## src/rtl/iqs_pkg.sv

```systemverilog
`timescale 1ns/1ps
package iqs_pkg;
   typedef enum logic [1:0] {
      SL_IDLE = 2'd0,
      SL_LEAD = 2'd1,
      SL_BITS = 2'd2,
      SL_TAIL = 2'd3
   } slot_e;

   localparam int TAIL_CLKS = 5;

   localparam logic [1:0] CK_GATED = 2'b00;
   localparam logic [1:0] CK_FREE  = 2'b01;
endpackage

```

## src/rtl/iqs_clkdiv.sv

```systemverilog
`timescale 1ns/1ps
module iqs_clkdiv #(
   parameter int DIV_W = 8
) (
   input  logic             clk,
   input  logic             rst_n,
   input  logic             run,
   input  logic [DIV_W-1:0] half_div,
   output logic             ph,
   output logic             fall_tk
);
   logic [DIV_W-1:0] cnt_q;
   logic [DIV_W-1:0] lim;
   logic             term;

   assign lim     = (half_div == '0) ? '0 : half_div - DIV_W'(1);
   assign term    = run && (cnt_q == lim);
   assign fall_tk = term && ph;

   always_ff @(posedge clk) begin
      if (!rst_n || !run) begin
         cnt_q <= '0;
         ph    <= 1'b0;
      end else if (term) begin
         cnt_q <= '0;
         ph    <= ~ph;
      end else begin
         cnt_q <= cnt_q + DIV_W'(1);
      end
   end


   phase_hold_chk: assert property (@(posedge clk) disable iff (!rst_n)
      (run && !term) |=> $stable(ph));


   stop_low_chk: assert property (@(posedge clk) disable iff (!rst_n)
      !run |=> !ph);
endmodule

```

## src/rtl/iqs_frame_seq.sv

```systemverilog
`timescale 1ns/1ps
module iqs_frame_seq
   import iqs_pkg::*;
#(
   parameter int WORD_W = 16
) (
   input  logic              clk,
   input  logic              rst_n,
   input  logic              clr,
   input  logic              fall_tk,
   input  logic              port_en,
   input  logic              start_sel,
   input  logic              rx_strobe,
   input  logic              fs_early,
   input  logic              trail,
   input  logic              smp_valid,
   input  logic [WORD_W-1:0] smp_i,
   input  logic [WORD_W-1:0] smp_q,
   output logic              smp_ready,
   output logic              dat_q,
   output logic              fs_q,
   output logic              act_q,
   output logic              busy
);
   localparam int FR_W  = 2 * WORD_W;
   localparam int IDX_W = $clog2(FR_W);
   localparam int TRL_W = $clog2(TAIL_CLKS + 1);
   localparam logic [IDX_W-1:0] IDX_LAST = IDX_W'(FR_W - 1);
   localparam logic [TRL_W-1:0] TRL_LAST = TRL_W'(TAIL_CLKS - 1);

   slot_e            st_q;
   logic [IDX_W-1:0] idx_q;
   logic [TRL_W-1:0] trl_q;
   logic [FR_W-1:0]  sh_q;
   logic             at_end;
   logic             go_ok;
   logic             take;

   assign busy   = (st_q != SL_IDLE);
   assign at_end = (st_q == SL_IDLE)
                || ((st_q == SL_BITS) && (idx_q == IDX_LAST) && !trail)
                || ((st_q == SL_TAIL) && (trl_q == TRL_LAST));
   assign go_ok     = port_en && (!start_sel || rx_strobe);
   assign smp_ready = fall_tk && at_end && go_ok && !clr;
   assign take      = smp_ready && smp_valid;

   always_ff @(posedge clk) begin
      if (!rst_n || clr) begin
         st_q  <= SL_IDLE;
         idx_q <= '0;
         trl_q <= '0;
         sh_q  <= '0;
         dat_q <= 1'b0;
         fs_q  <= 1'b0;
         act_q <= 1'b0;
      end else if (fall_tk) begin
         if (take) begin
            fs_q  <= 1'b1;
            act_q <= 1'b1;
            idx_q <= '0;
            trl_q <= '0;
            if (fs_early) begin
               st_q  <= SL_LEAD;
               sh_q  <= {smp_i, smp_q};
               dat_q <= 1'b0;
            end else begin
               st_q  <= SL_BITS;
               sh_q  <= {smp_i[WORD_W-2:0], smp_q, 1'b0};
               dat_q <= smp_i[WORD_W-1];
            end
         end else if (at_end) begin
            st_q  <= SL_IDLE;
            dat_q <= 1'b0;
            fs_q  <= 1'b0;
            act_q <= 1'b0;
         end else begin
            fs_q  <= 1'b0;
            act_q <= 1'b1;
            unique case (st_q)
               SL_LEAD: begin
                  st_q  <= SL_BITS;
                  idx_q <= '0;
                  dat_q <= sh_q[FR_W-1];
                  sh_q  <= {sh_q[FR_W-2:0], 1'b0};
               end
               SL_BITS: begin
                  if (idx_q == IDX_LAST) begin
                     st_q  <= SL_TAIL;
                     trl_q <= '0;
                     dat_q <= 1'b0;
                  end else begin
                     idx_q <= idx_q + IDX_W'(1);
                     dat_q <= sh_q[FR_W-1];
                     sh_q  <= {sh_q[FR_W-2:0], 1'b0};
                  end
               end
               SL_TAIL: begin
                  trl_q <= trl_q + TRL_W'(1);
                  dat_q <= 1'b0;
               end
               default: begin
                  st_q  <= SL_IDLE;
                  dat_q <= 1'b0;
               end
            endcase
         end
      end
   end


   data_hold_chk: assert property (@(posedge clk) disable iff (!rst_n)
      (!fall_tk && !clr) |=> $stable(dat_q));


   fs_single_chk: assert property (@(posedge clk) disable iff (!rst_n)
      (fall_tk && fs_q && !take) |=> !fs_q);


   tail_quiet_chk: assert property (@(posedge clk) disable iff (!rst_n)
      (st_q == SL_TAIL) |-> (!dat_q && !fs_q));


   lead_blank_chk: assert property (@(posedge clk) disable iff (!rst_n)
      (st_q == SL_LEAD) |-> (fs_q && !dat_q));
endmodule

```

## src/rtl/iqs_serial_out.sv

```systemverilog
`timescale 1ns/1ps
module iqs_serial_out
   import iqs_pkg::*;
#(
   parameter int WORD_W = 16,
   parameter int DIV_W  = 8
) (
   input  logic              clk,
   input  logic              rst_n,
   input  logic              port_en,
   input  logic              rx_strobe,
   input  logic [1:0]        cfg_clk_mode,
   input  logic              cfg_fs_early,
   input  logic              cfg_clk_inv,
   input  logic              cfg_start_sel,
   input  logic              cfg_trail,
   input  logic [DIV_W-1:0]  cfg_half_div,
   input  logic              smp_valid,
   input  logic [WORD_W-1:0] smp_i,
   input  logic [WORD_W-1:0] smp_q,
   output logic              smp_ready,
   output logic              ser_clk,
   output logic              ser_data,
   output logic              ser_fs
);
   if (WORD_W < 2) begin : g_word_bad
      initial $fatal(1, "iqs_serial_out: WORD_W must be at least 2");
   end
   if (DIV_W < 1) begin : g_div_bad
      initial $fatal(1, "iqs_serial_out: DIV_W must be at least 1");
   end

   logic clr;
   logic run;
   logic busy;
   logic ph;
   logic fall_tk;
   logic act;
   logic vis;

   assign clr = cfg_clk_mode[1];
   assign run = !clr && (port_en || busy);

   iqs_clkdiv #(.DIV_W(DIV_W)) u_div (
      .clk      (clk),
      .rst_n    (rst_n),
      .run      (run),
      .half_div (cfg_half_div),
      .ph       (ph),
      .fall_tk  (fall_tk)
   );

   iqs_frame_seq #(.WORD_W(WORD_W)) u_seq (
      .clk       (clk),
      .rst_n     (rst_n),
      .clr       (clr),
      .fall_tk   (fall_tk),
      .port_en   (port_en),
      .start_sel (cfg_start_sel),
      .rx_strobe (rx_strobe),
      .fs_early  (cfg_fs_early),
      .trail     (cfg_trail),
      .smp_valid (smp_valid),
      .smp_i     (smp_i),
      .smp_q     (smp_q),
      .smp_ready (smp_ready),
      .dat_q     (ser_data),
      .fs_q      (ser_fs),
      .act_q     (act),
      .busy      (busy)
   );

   always_comb begin
      unique case (cfg_clk_mode)
         CK_GATED: vis = act;
         CK_FREE:  vis = 1'b1;
         default:  vis = 1'b0;
      endcase
   end

   assign ser_clk = cfg_clk_inv ^ (ph && vis);


   off_quiet_chk: assert property (@(posedge clk) disable iff (!rst_n)
      clr |=> (!ser_data && !ser_fs));


   off_noaccept_chk: assert property (@(posedge clk) disable iff (!rst_n)
      clr |-> !smp_ready);


   strobe_gate_chk: assert property (@(posedge clk) disable iff (!rst_n)
      (cfg_start_sel && !rx_strobe) |-> !smp_ready);


   en_gate_chk: assert property (@(posedge clk) disable iff (!rst_n)
      !port_en |-> !smp_ready);


   accept_sync_chk: assert property (@(posedge clk) disable iff (!rst_n)
      (smp_valid && smp_ready) |=> ser_fs);
endmodule

```

## config.mk

```make
export PLATFORM = sky130hd
export DESIGN_NAME = iqs_serial_out
export DESIGN_NICKNAME = d
export VERILOG_FILES = /design/src/rtl/iqs_pkg.sv /design/src/rtl/iqs_clkdiv.sv /design/src/rtl/iqs_frame_seq.sv /design/src/rtl/iqs_serial_out.sv
export SDC_FILE = /design/constraint.sdc
export NUM_CORES = 1
export LEC_CHECK = 0
export BUFFER_PORTS_ARGS = -buffer_cell sky130_fd_sc_hd__clkbuf_2
export CORE_MARGIN = 2
export CORE_UTILIZATION = 29
export CTS_CLUSTER_DIAMETER = 200
export DETAILED_ROUTE_END_ITERATION = 7
export GPL_ROUTABILITY_DRIVEN = 0
export GPL_TIMING_DRIVEN = 0
export PLACE_DENSITY = 0.54
export SLEW_MARGIN = 15
export SYNTH_ARGS = -nofsm -noshare
export SYNTH_HDL_FRONTEND = slang
export SYNTH_SLANG_ARGS = --single-unit
```

## constraint.sdc

```tcl
create_clock -name clk -period 4.7 [get_ports clk]
set_input_delay 0.235 -clock clk [delete_from_list [all_inputs] [get_ports clk]]
set_output_delay 0.235 -clock clk [all_outputs]
set_load 0.01 [all_outputs]
```

# Word level (Yosys, flattened, before mapping)
# Cells that the tools add are included.
# Widths: inputs -> output; s select.
# totals
output_inout_bits	4
mem_bits_ro	0
wordCells	88
mem_bits_rw	0
mem_count	0
regBits	54
latchBits	0
# op_classes
order_cmp	0
multipliers	0
div	0
n_bitwise	2
n_reduce_logical	33
addsub	4
n_eq_ne	12
shift	0
n_mux	28
# ops
op	n
$mux 32	4
$pmux 32 s2	1
$mux 5	3
$logic_and 1x1->1	12
$pmux 5 s2	1
$mux 3	3
$add 8x1->8 const B	1
$eq 8x8->1	1
$logic_not 8->1	1
$mux 2	4
$mux 8	1
$reduce_and 4->1	2
$sub 8x1->8 const B	1
$mux 1	7
$logic_or 1x1->1	6
$ne 3x2->1 const B	2
$pmux 2 s3	1
$pmux 3 s2	1
$reduce_bool 3->1	2
$add 5x1->5 const B	1
$eq 5x5->1 const B	1
$logic_not 1->1	5
$eq 2x1->1 const B	2
$eq 2x2->1 const B	2
12 further kinds	14

# Longest topological paths before layout
# Gate-level depths: netlist of run 1.
# logic_depth
word_depth	11
mapped_depth	12

# Modules after synthesis
# Synthesis of run 1 repeated with hierarchy kept, for this count alone.
# unflattened
hier_cells	336
area_unflattened_um2	3002.9
# by_module_without_submodules
mod	cells_per_inst	n_inst	seq_area_each_um2	area_per_inst_um2
iqs_frame_seq	246	1	900.9	2262.2
iqs_clkdiv	85	1	180.2	708.2
iqs_serial_out	5	1	0.0	32.5

# Worst setup path after synthesis of run 1
# No wires, ideal clock.
# synth_path
path_type	register -> register
from	register u_seq.idx_q[0]
to	register u_seq.idx_q[3]
t_arrival_ns	3.239
setup_slack_ns	1.391
synth_period_minus_slack_ns	3.309
required_ns	4.630
stages_incl_launch_ff	12
path_cell_list	dfxtp_1 > ha_1 > and3_1 > ha_1 > and3b_1 > nor3_1 > nand4_1 > o21ba_1 > or4b_1 > buf_2 > or4_1 > a21oi_1
# synth_via
elab_chain_len	11
word_cells_on_any_way	18
cone_classes	1 x add/sub; 3 x eq/ne; 4 x mux; 10 x reduce/logical
# synth_lines
item	line_no	text
start, declared	iqs_frame_seq.sv:32	logic [IDX_W-1:0] idx_q;
start signal, assigned	iqs_frame_seq.sv:92	idx_q <= idx_q + IDX_W'(1);
$eq 5x5->1	iqs_frame_seq.sv:41, iqs_frame_seq.sv:87	
$logic_and 1x1->1 (2 in a row)	iqs_frame_seq.sv:41	|| ((st_q == SL_BITS) && (idx_q == IDX_LAST) && !trail)
$logic_or 1x1->1	iqs_frame_seq.sv:41	
$logic_or 1x1->1	iqs_frame_seq.sv:42	|| ((st_q == SL_TAIL) && (trl_q == TRL_LAST));
$logic_and 1x1->1 (3 in a row)	iqs_frame_seq.sv:44	assign smp_ready = fall_tk && at_end && go_ok && !clr;
$logic_and 1x1->1	iqs_frame_seq.sv:45	assign take = smp_ready && smp_valid;
$ne 3x2->1 (no line) (tied with other cells)	--	
$reduce_and 4->1 (no line)	--	
# Several ways; a longest one is shown, not always the timed one. The select of a mux whose other input is x is not followed.
# A chain may end at the register's enable or synchronous reset.

# Worst setup path after layout of run 1
# Same ends and word-level chain as after synthesis.

==> results.sh, run 1 <==
export IMPL_clkPwrFrac_pct=34.3
export IMPL_crit_top_cell="ha_1"
export IMPL_placed_cells=582
export IMPL_rsz0062_at_grt="false"
export IMPL_clk_pin_slew_ns=0.10
export IMPL_layoutNonFillerInstCount=590
export IMPL_final_antenna_net_count=0
export IMPL_port_buffers=53
export IMPL_drt_wl_total_um=8420
export IMPL_p_per_area_nw_per_um2=227
export IMPL_slowest_delay_ns=0.70
export IMPL_yosys_warnings=0
export IMPL_fillers=1138
export IMPL_p_sw_mw=0.214
export IMPL_worst_slew_pin_slew_ns=0.909
export IMPL_yosys_register_bits=54
export IMPL_drv_cap=0
export IMPL_die_area_sq_um=11900
export IMPL_cts_buffer_depth=2
export IMPL_p_seq_share_pct=53.8
export IMPL_cts_setup_buffers=0
export IMPL_yosys_top_cells_area="dfxtp_1 (34%), mux2i_1 (9.7%), a211oi_1 (7.5%)"
export IMPL_critPathLaunchType="flip-flop"
export IMPL_postPlaceCellArea_sq_um=3640
export IMPL_status="completed"
export IMPL_vias_per_cell=5.25
export IMPL_rr_worst_depth=11
export IMPL_firstDrtPassIters=4
export IMPL_path_class="reg -> reg"
export IMPL_syn_cell_area_sq_um=3200
export IMPL_ff_latch_area_sq_um=1080
export IMPL_yosysTopAreaCell="dfxtp_1"
export IMPL_synth_edff_count=0
export IMPL_synth_top_cell_area_share_pct=33.8
export IMPL_fmax_mhz=257
export IMPL_swShare_pct=25.2
export IMPL_critical_path_required_ns=4.94
export IMPL_finalPower_mw=0.852
export IMPL_dieHeight_um=109
export IMPL_start_util_pct=29.7
export IMPL_areaGrowthSynthToFinish_pct=17.0
export IMPL_drive_gt1_share_pct=16.9
export IMPL_startpoint="u_seq.idx_q[0]"
export IMPL_cts_resized=0
export IMPL_grt_start_max_net_pins=17
export IMPL_relSlewSlack_pct=38.9
export IMPL_clock_latency_ns=0.30
export IMPL_fin_worst_skew_ns=0.00699
export IMPL_worstPathMaxFanout=9
export IMPL_peakVddDrop_v=0.000109
export IMPL_leakage_nw=1.42
export IMPL_drtIter0Drc=147
export IMPL_htree_levels=2
export IMPL_core_area_sq_um=10800
export IMPL_r2r_slack_ns=0.80
export IMPL_synth_common_cells="dfxtp_1 (54), nor2_1 (53), o21ai_0 (41), a211oi_1 (32), mux2i_1 (31)"
export IMPL_routedWlPerCell_um=14.3
export IMPL_grt_pass1_wl_um=14200
export IMPL_min_path_type="in -> reg"
export IMPL_track_usage_pct=14.7
export IMPL_dominantRegCellSynth="dfxtp_1"
export IMPL_cp_slowest_cell="nor3_1"
export IMPL_ys_seq_area_share_pct=33.8
export IMPL_tns_ns=0
export IMPL_io_pins=55
export IMPL_num_rows=38
export IMPL_cts_hold_buffers=0
export IMPL_grt_pass1_vias=3037
export IMPL_grt_overflow_total=0
export IMPL_slew_viol_final=0
export IMPL_antennaDiodeCount=0
export IMPL_intPower_mw=0.637
export IMPL_hold_viol_final=0
export IMPL_min_from="smp_q[0]"
export IMPL_drc=0
export IMPL_cts_buffers=5
export IMPL_worstSetupEndpointType="flip-flop"
export IMPL_die_w_um=109
export IMPL_worstHoldPathCells=3
export IMPL_reg2reg_from="u_seq.idx_q[0]"
export IMPL_reg2reg_to="u_seq.idx_q[3]"
export IMPL_synth_nets=450
export IMPL_yosysMostFrequentCell="dfxtp_1"
export IMPL_multi_input_area_sq_um=1980
export IMPL_min_period_ns=3.90
export IMPL_fin_area_sq_um=3750
export IMPL_layout_nets=510
export IMPL_setup_viol=0
export IMPL_avgSynthCellArea_sq_um=8.23
export IMPL_synth_cell_types=50
export IMPL_antenna_found_initial=0
export IMPL_arrival_ns=4.14
export IMPL_cts_tree="yes"
export IMPL_ys_async_sr_fraction_pct=0
export IMPL_vias=3095
export IMPL_root_buffer="clkbuf_8"
export IMPL_pwr_share_comb_pct=11.9
export IMPL_fin_util_pct=34.7
export IMPL_worstSetupEndpoint="u_seq.idx_q[3]"
export IMPL_cts_sinks=54
export IMPL_crit_path_cell_trace="ha_1, and3_1, ha_1, and3b_1, nor3_1, nand4_1, o21ba_1, or4b_1, buf_2, or4_1, a21oi_1"
export IMPL_place_hpwl_um=6400
export IMPL_synth_cells=389
export IMPL_fin_crit_sh_pct=82.9
[sequential cells by signal, indices dropped and copies added (netlist names)]
name / count
u_div.cnt_q: 8
u_seq.dat_q: 1
u_seq.idx_q: 5
u_seq.sh_q: 32
u_seq.fs_q: 1
u_seq.st_q: 2
u_div.ph: 1
u_seq.trl_q: 3
u_seq.act_q: 1
[metal layers]
| metal | track usage [%] | vias up | share of wire, % | wire [um] |
|---|---|---|---|---|
| met3 | 2.45 | 6 | 6.0 | 506 |
| met2 | 24.3 | 90 | 44 | 3720 |
| met1 | 19.9 | 1447 | 49 | 4120 |
| met4 | 3.75 | 0 | 0.89 | 75 |
| li1 | - | 1552 | - | - |
| met5 | 0 | - | 0 | 0 |
[worst min path at each step]
stage	endpoint	slack, ns
global route	u_seq.sh_q[0]	0.24
global placement	u_seq.idx_q[4]	0.44
finish	u_seq.sh_q[0]	0.24
floorplan	u_seq.sh_q[0]	0.41
CTS	u_seq.sh_q[0]	0.22
detailed placement	u_seq.idx_q[4]	0.45
[logic make-up (layout without fill, tap and decap cells)]
group,after synthesis,in the layout,share of synthesized area (%)
adders and majority gates,10,10,3.91
DFF,54,54,33.8
AOI/OAI and AO/OA,121,121,25.0
xor gates and xnor gates,11,11,3.44
buffers and inverters,36,97,4.42
muxes,31,31,9.69
and+or+nand+nor,126,126,19.7
[cell usage in the layout (no fill, tap or decap), drive strengths merged, types with 2 or more instances in the layout]
| master | n |
|---|---|
| or4b | 3 |
| a211o | 2 |
| buf | 5 |
| clkbuf | 79 |
| inv | 12 |
| nor3 | 9 |
| nand2 | 14 |
| and3 | 4 |
| mux2i | 31 |
| dfxtp | 54 |
| o2111ai | 4 |
| nand2b | 3 |
| a21oi | 16 |
| o31ai | 3 |
| o21ai | 41 |
| or2 | 6 |
| o211a | 2 |
| o21a | 3 |
| xor2 | 5 |
| nor2 | 53 |
| and3b | 2 |
| or4 | 4 |
| a21boi | 2 |
| or3 | 5 |
| xnor2 | 5 |
| nor4 | 3 |
| a21o | 3 |
| nand4 | 6 |
| nor2b | 4 |
| o211ai | 3 |
| nand3 | 8 |
| ha | 10 |
| a211oi | 32 |
[worst max-delay path, delay by kind of cell (launching register included)]
| kind | cells | cell delay [ns] |
|---|---|---|
| fa+ha+maj | 2 | 0.43 |
| buf+inv | 1 | 0.18 |
| compound gates | 2 | 0.52 |
| flops | 1 | 0.35 |
| simple gates | 6 | 2.37 |
[area by class of cell]
type | instances | area share, %
Tap cell | 140 | 4.67
Sequential cell | 54 | 28.8
Inverter | 12 | 1.20
Timing Repair Buffer | 53 | 7.08
Clock inverter | 1 | 0.234
Multi-Input combinational cell | 299 | 52.8
Buffer | 24 | 2.57
Clock buffer | 7 | 2.57
[per-stage QoR]
step / setup slack (ns) / hold WS (ns)
6_report: 0.803 / 0.237
5_1_grt: 0.409 / 0.242
4_1_cts: 0.790 / 0.221
3_5_place_dp: 0.812 / 0.454
3_3_place_gp: 0.847 / 0.443
2_1_floorplan: 1.39 / 0.406
[power groups by stage]
stage               Clock, mW  Sequential [mW]  Combinational (mW)
global placement            0            0.469              0.0996
global route            0.323            0.459               0.113
floorplan                   0            0.469              0.0575
CTS                     0.303            0.458               0.101
finish                  0.292            0.458               0.101
detailed placement          0            0.469               0.101
No activity file was read; power rests on OpenSTA's default activity.
==> run 2, diff against run 1 <==
Clock period 4.7 ns to 3.94 ns, I/O delays scaled along.
==> run 2 against run 1 <==
Combinational power up 19%. Clock power rose by 19%. Clock skew is 0.00061 ns lower. Critical path type unchanged. Largest cell class unchanged.
==> results.sh, run 2 (synthesis gave the netlist of run 1 again) <==
export IMPL_status="completed"
export IMPL_multi_input_area_sq_um=1980
export IMPL_layoutNonFillerInstCount=590
export IMPL_layout_nets=510
export IMPL_worstSetupEndpointType="flip-flop"
export IMPL_dieHeight_um=109
export IMPL_pwr_share_comb_pct=11.9
export IMPL_drtIter0Drc=131
export IMPL_crit_top_cell="ha_1"
export IMPL_largestRegisters="u_seq.sh_q (32), u_div.cnt_q (8), u_seq.idx_q (5)"
export IMPL_critical_path_required_ns=4.18
export IMPL_peakVddDrop_v=0.000130
export IMPL_die_w_um=109
export IMPL_root_buffer="clkbuf_8"
export IMPL_worst_slew_pin_slew_ns=0.733
export IMPL_vias_per_cell=5.25
export IMPL_track_usage_pct=14.7
export IMPL_cts_tree="yes"
export IMPL_setup_viol=0
export IMPL_place_hpwl_um=6400
export IMPL_layout_commonest_cell="dfxtp_1"
export IMPL_arrival_ns=3.82
export IMPL_final_antenna_net_count=0
export IMPL_rsz0062_at_grt="false"
export IMPL_cts_resized=0
export IMPL_htree_levels=2
export IMPL_clkPwrFrac_pct=34.3
export IMPL_setup_slack_ns=0.363
export IMPL_postPlaceCellArea_sq_um=3640
export IMPL_path_class="reg -> reg"
export IMPL_grt_pass1_vias=3037
export IMPL_drv_cap=0
export IMPL_worst_path_buf_inv=1
export IMPL_routedWlPerCell_um=14.3
export IMPL_grt_start_max_net_pins=17
export IMPL_fin_worst_skew_ns=0.00638
export IMPL_clock_latency_ns=0.30
export IMPL_cts_setup_buffers=0
export IMPL_placed_cells=582
export IMPL_p_per_area_nw_per_um2=271
export IMPL_cts_buffers=5
export IMPL_grt_pass1_wl_um=14200
export IMPL_num_rows=38
export IMPL_cts_buffer_depth=2
export IMPL_fillers=1140
export IMPL_clk_pin_slew_ns=0.10
export IMPL_areaGrowthSynthToFinish_pct=17.2
export IMPL_vias=3095
export IMPL_core_area_sq_um=10800
export IMPL_tns_ns=0
export IMPL_drc=0
export IMPL_largest_reg_flops=32
export IMPL_min_path_type="in -> reg"
export IMPL_drt_wl_total_um=8450
export IMPL_leakage_nw=1.42
export IMPL_slew_viol_final=0
export IMPL_io_pins=55
export IMPL_critPathLaunchType="flip-flop"
export IMPL_fin_area_sq_um=3750
export IMPL_slowest_delay_ns=0.46
export IMPL_swShare_pct=25.1
export IMPL_p_seq_share_pct=53.9
export IMPL_drive_gt1_share_pct=17.1
export IMPL_post_place_ws_ns=0.0518
export IMPL_cts_sinks=54
export IMPL_crit_family="simple AND/OR/NAND/NOR gates"
export IMPL_die_area_sq_um=11900
export IMPL_top_register="u_seq.sh_q"
export IMPL_cts_hold_buffers=0
export IMPL_p_sw_mw=0.255
export IMPL_relSlewSlack_pct=50.7
export IMPL_fmax_mhz=280
export IMPL_cp_slowest_cell="or4_1"
export IMPL_min_period_ns=3.58
export IMPL_firstDrtPassIters=4
export IMPL_start_util_pct=29.7
export IMPL_crit_path_cell_trace="ha_1, and3_1, ha_1, and3b_1, nor3_2, nand4_1, o21ba_1, or4b_1, buf_2, or4_1, a21oi_1"
export IMPL_grt_overflow_total=0
export IMPL_port_buffers=53
export IMPL_mostFrequentLayoutCells="dfxtp_1 (54), nor2_1 (53), clkbuf_2 (53)"
export IMPL_hold_viol_final=0
export IMPL_antenna_found_initial=0
export IMPL_fin_crit_sh_pct=90.8
export IMPL_ff_latch_area_sq_um=1080
export IMPL_antennaDiodeCount=0
export IMPL_worstPathMaxFanout=9
export IMPL_intPower_mw=0.760
run 2: layer usage:
| metal | track usage [%] | part of all wire (%) | routed length [um] |
|---|---|---|---|
| met4 | 3.75 | 0.90 | 76 |
| met5 | 0 | 0 | 0 |
| met1 | 19.9 | 49 | 4130 |
| met3 | 2.45 | 6.0 | 508 |
| met2 | 24.3 | 44 | 3730 |
run 2: stage by stage:
step | power [mW] | utilization, % | hold slack, ns
3_3_place_gp | 0.678 | 33.7 | 0.443
6_report | 1.02 | 34.8 | 0.198
4_1_cts | 1.03 | 34.7 | 0.183
5_1_grt | 1.07 | 34.8 | 0.204
3_5_place_dp | 0.680 | 33.7 | 0.454
2_1_floorplan | 0.628 | - | 0.368
run 2: final cells by class:
| type | count | area share [%] |
|---|---|---|
| tap | 140 | 4.67 |
| clock inverter | 1 | 0.233 |
| inverter | 12 | 1.20 |
| multi-input combinational | 299 | 52.9 |
| sequential | 54 | 28.8 |
| buffer | 24 | 2.57 |
| timing repair buffer | 53 | 7.07 |
| clock buffer | 7 | 2.57 |
run 2: worst paths after layout:
kind	depth (start not counted)	from	endpoint	slack, ns
setup / recovery	11	u_seq.idx_q[0]	u_seq.idx_q[3]	0.36
hold / removal	3	smp_q[0]	u_seq.sh_q[0]	0.20
setup reg to reg	11	u_seq.idx_q[0]	u_seq.idx_q[3]	0.36
hold reg to reg	2	u_seq.idx_q[4]	u_seq.idx_q[4]	0.47
run 2: worst min-delay path: stages:
cell and delay [ns]:
clkbuf_2 0.11, nand4_1 0.08, a21oi_1 0.06
run 2: power by group through the flow:
stage	Sequential, mW	Clock [mW]	Combinational (mW)
after CTS	0.547	0.362	0.121
after global placement	0.560	0	0.119
after global routing	0.547	0.385	0.135
after detailed placement	0.560	0	0.120
final	0.547	0.348	0.120
after floorplan	0.559	0	0.0686
==> run 3, diff against run 2 <==
Settings changed: RECOVER_POWER set to 50.
==> run 3 against run 2 <==
Register-to-register slack worse by 0.02 ns. Die area stayed put. Cell count stayed put. Combinational power hardly changed. Hold slack better by 0.0012 ns.
==> results.sh, run 3 (synthesis gave the netlist of run 1 again) <==
export IMPL_status="completed"
export IMPL_critical_path_required_ns=3.74
export IMPL_fin_crit_sh_pct=93.0
export IMPL_io_pins=55
export IMPL_mostFrequentLayoutCells="dfxtp_1 (54), nor2_1 (53), clkbuf_2 (49)"
export IMPL_finalPower_mw=1.01
export IMPL_firstDrtPassIters=4
export IMPL_swShare_pct=25.1
export IMPL_areaGrowthSynthToFinish_pct=16.6
export IMPL_worstHoldPathCells=3
export IMPL_drc=0
export IMPL_drive_gt1_share_pct=15.3
export IMPL_fin_worst_skew_ns=0.00761
export IMPL_largestRegisters="u_seq.sh_q (32), u_div.cnt_q (8), u_seq.idx_q (5)"
export IMPL_rr_worst_depth=11
export IMPL_tns_ns=0
export IMPL_path_class="in -> out"
export IMPL_cts_resized=0
export IMPL_place_hpwl_um=6400
export IMPL_rsz0062_at_grt="false"
export IMPL_p_seq_share_pct=53.9
export IMPL_slowest_delay_ns=0.53
export IMPL_antenna_found_initial=0
export IMPL_clkPwrFrac_pct=34.3
export IMPL_grt_pass1_wl_um=14200
export IMPL_htree_levels=2
export IMPL_crit_path_cell_trace="clkbuf_2, inv_1, ha_1, or4b_1, clkbuf_1, or4b_1, a21boi_0, o22ai_1, or3_1, clkbuf_1, nor3_1, clkbuf_1"
export IMPL_reg2reg_to="u_seq.sh_q[17]"
export IMPL_min_path_type="in -> reg"
export IMPL_fmax_mhz=273
export IMPL_cts_buffers=5
export IMPL_multi_input_area_sq_um=1970
export IMPL_top_register="u_seq.sh_q"
export IMPL_peakVddDrop_v=0.000129
export IMPL_critPathLaunchType="primary input"
export IMPL_intPower_mw=0.760
export IMPL_num_rows=38
export IMPL_cp_slowest_cell="or4b_1"
export IMPL_drt_wl_total_um=8400
export IMPL_cts_sinks=54
export IMPL_die_area_sq_um=11900
export IMPL_relSlewSlack_pct=47.6
export IMPL_cts_tree="yes"
export IMPL_vias_per_cell=5.23
export IMPL_worstSetupEndpointType="primary output"
export IMPL_drtIter0Drc=130
export IMPL_pwr_share_comb_pct=11.8
export IMPL_vias=3084
export IMPL_final_antenna_net_count=0
export IMPL_core_area_sq_um=10800
export IMPL_worstPathMaxFanout=10
export IMPL_slew_viol_final=0
export IMPL_grt_pass1_vias=3037
export IMPL_p_sw_mw=0.255
export IMPL_clock_latency_ns=0.30
export IMPL_routedWlPerCell_um=14.2
export IMPL_grt_overflow_total=0
export IMPL_root_buffer="clkbuf_8"
export IMPL_r2r_slack_ns=0.34
export IMPL_worst_slew_pin_slew_ns=0.778
export IMPL_leakage_nw=1.40
export IMPL_grt_start_max_net_pins=17
export IMPL_layout_commonest_cell="dfxtp_1"
export IMPL_cts_hold_buffers=0
export IMPL_start_util_pct=29.7
export IMPL_antennaDiodeCount=0
export IMPL_clk_pin_slew_ns=0.10
export IMPL_layout_nets=510
export IMPL_hold_viol_final=0
export IMPL_setup_viol=0
export IMPL_port_buffers=53
export IMPL_crit_top_cell="clkbuf_1"
export IMPL_ff_latch_area_sq_um=1080
export IMPL_drv_cap=0
export IMPL_reg2reg_from="u_seq.idx_q[0]"
export IMPL_p_per_area_nw_per_um2=272
export IMPL_largest_reg_flops=32
export IMPL_min_from="smp_q[0]"
export IMPL_fillers=1146
export IMPL_cts_setup_buffers=0
export IMPL_cts_buffer_depth=2
export IMPL_min_period_ns=3.66
export IMPL_arrival_ns=3.47
export IMPL_track_usage_pct=14.7
export IMPL_hold_end="u_seq.sh_q[0]"
export IMPL_die_w_um=109
export IMPL_dieHeight_um=109
==> run 3: changes by cell type in the layout (fill, tap and decap cells not counted), sizes merged <==
cell and delta:
buf -1, clkbuf +1
==> run 3: critical path: cells and delay by family <==
family	cells	cell delay, ns
and+or+nand+nor	4	1.69
buffers and inverters	5	0.85
AOI/OAI and AO/OA	2	0.45
adders and majority gates	1	0.28
==> run 3: cell type report <==
type | count | share of cell area (%)
well taps | 140 | 4.69
flip-flops and latches | 54 | 29.0
repair buffers | 53 | 6.97
clock inverters | 1 | 0.235
inverters | 12 | 1.21
plain buffers | 24 | 2.55
multi-input cells | 299 | 52.8
clock buffers | 7 | 2.58
==> run 3: metal layers <==
| metal | share of wire [%] | GRT usage (%) | vias to the layer above | wire length (um) |
|---|---|---|---|---|
| met5 | 0 | 0 | - | 0 |
| met4 | 0.91 | 3.75 | 0 | 76 |
| met3 | 6.2 | 2.45 | 6 | 524 |
| met2 | 45 | 24.3 | 84 | 3760 |
| met1 | 48 | 19.9 | 1441 | 4040 |
| li1 | - | - | 1553 | - |
==> run 3: how the worst max path moves through the flow <==
stage,from,to,cells after the start
floorplan,u_seq.idx_q[0],u_seq.idx_q[3],11
global placement,u_seq.idx_q[0],u_seq.sh_q[8],12
detailed placement,u_seq.idx_q[0],u_seq.sh_q[17],11
CTS,u_seq.idx_q[0],u_seq.sh_q[17],11
global route,u_seq.idx_q[0],u_seq.sh_q[22],11
finish,cfg_half_div[0],smp_ready,12
==> run 3: power groups by stage <==
stage	registers (mW)	clock network (mW)	logic (mW)
final	0.547	0.348	0.119
after global routing	0.547	0.385	0.134
after CTS	0.547	0.362	0.121
after detailed placement	0.560	0	0.120
after global placement	0.560	0	0.119
after floorplan	0.559	0	0.0686
==> run 3: through the flow <==
| stage | hold WS, ns | cell area (sq um) | utilization (%) | instances | worst slack (ns) |
|---|---|---|---|---|---|
| after global placement | 0.443 | 3640 | 33.7 | 582 | 0.0875 |
| final | 0.200 | 3730 | 34.6 | 590 | 0.276 |
| after detailed placement | 0.454 | 3640 | 33.7 | 582 | 0.0518 |
| after global routing | 0.204 | 3730 | 34.6 | 590 | 0.00759 |
| after floorplan | 0.368 | 3200 | - | 389 | 0.631 |
| after CTS | 0.183 | 3750 | 34.7 | 590 | 0.0303 |
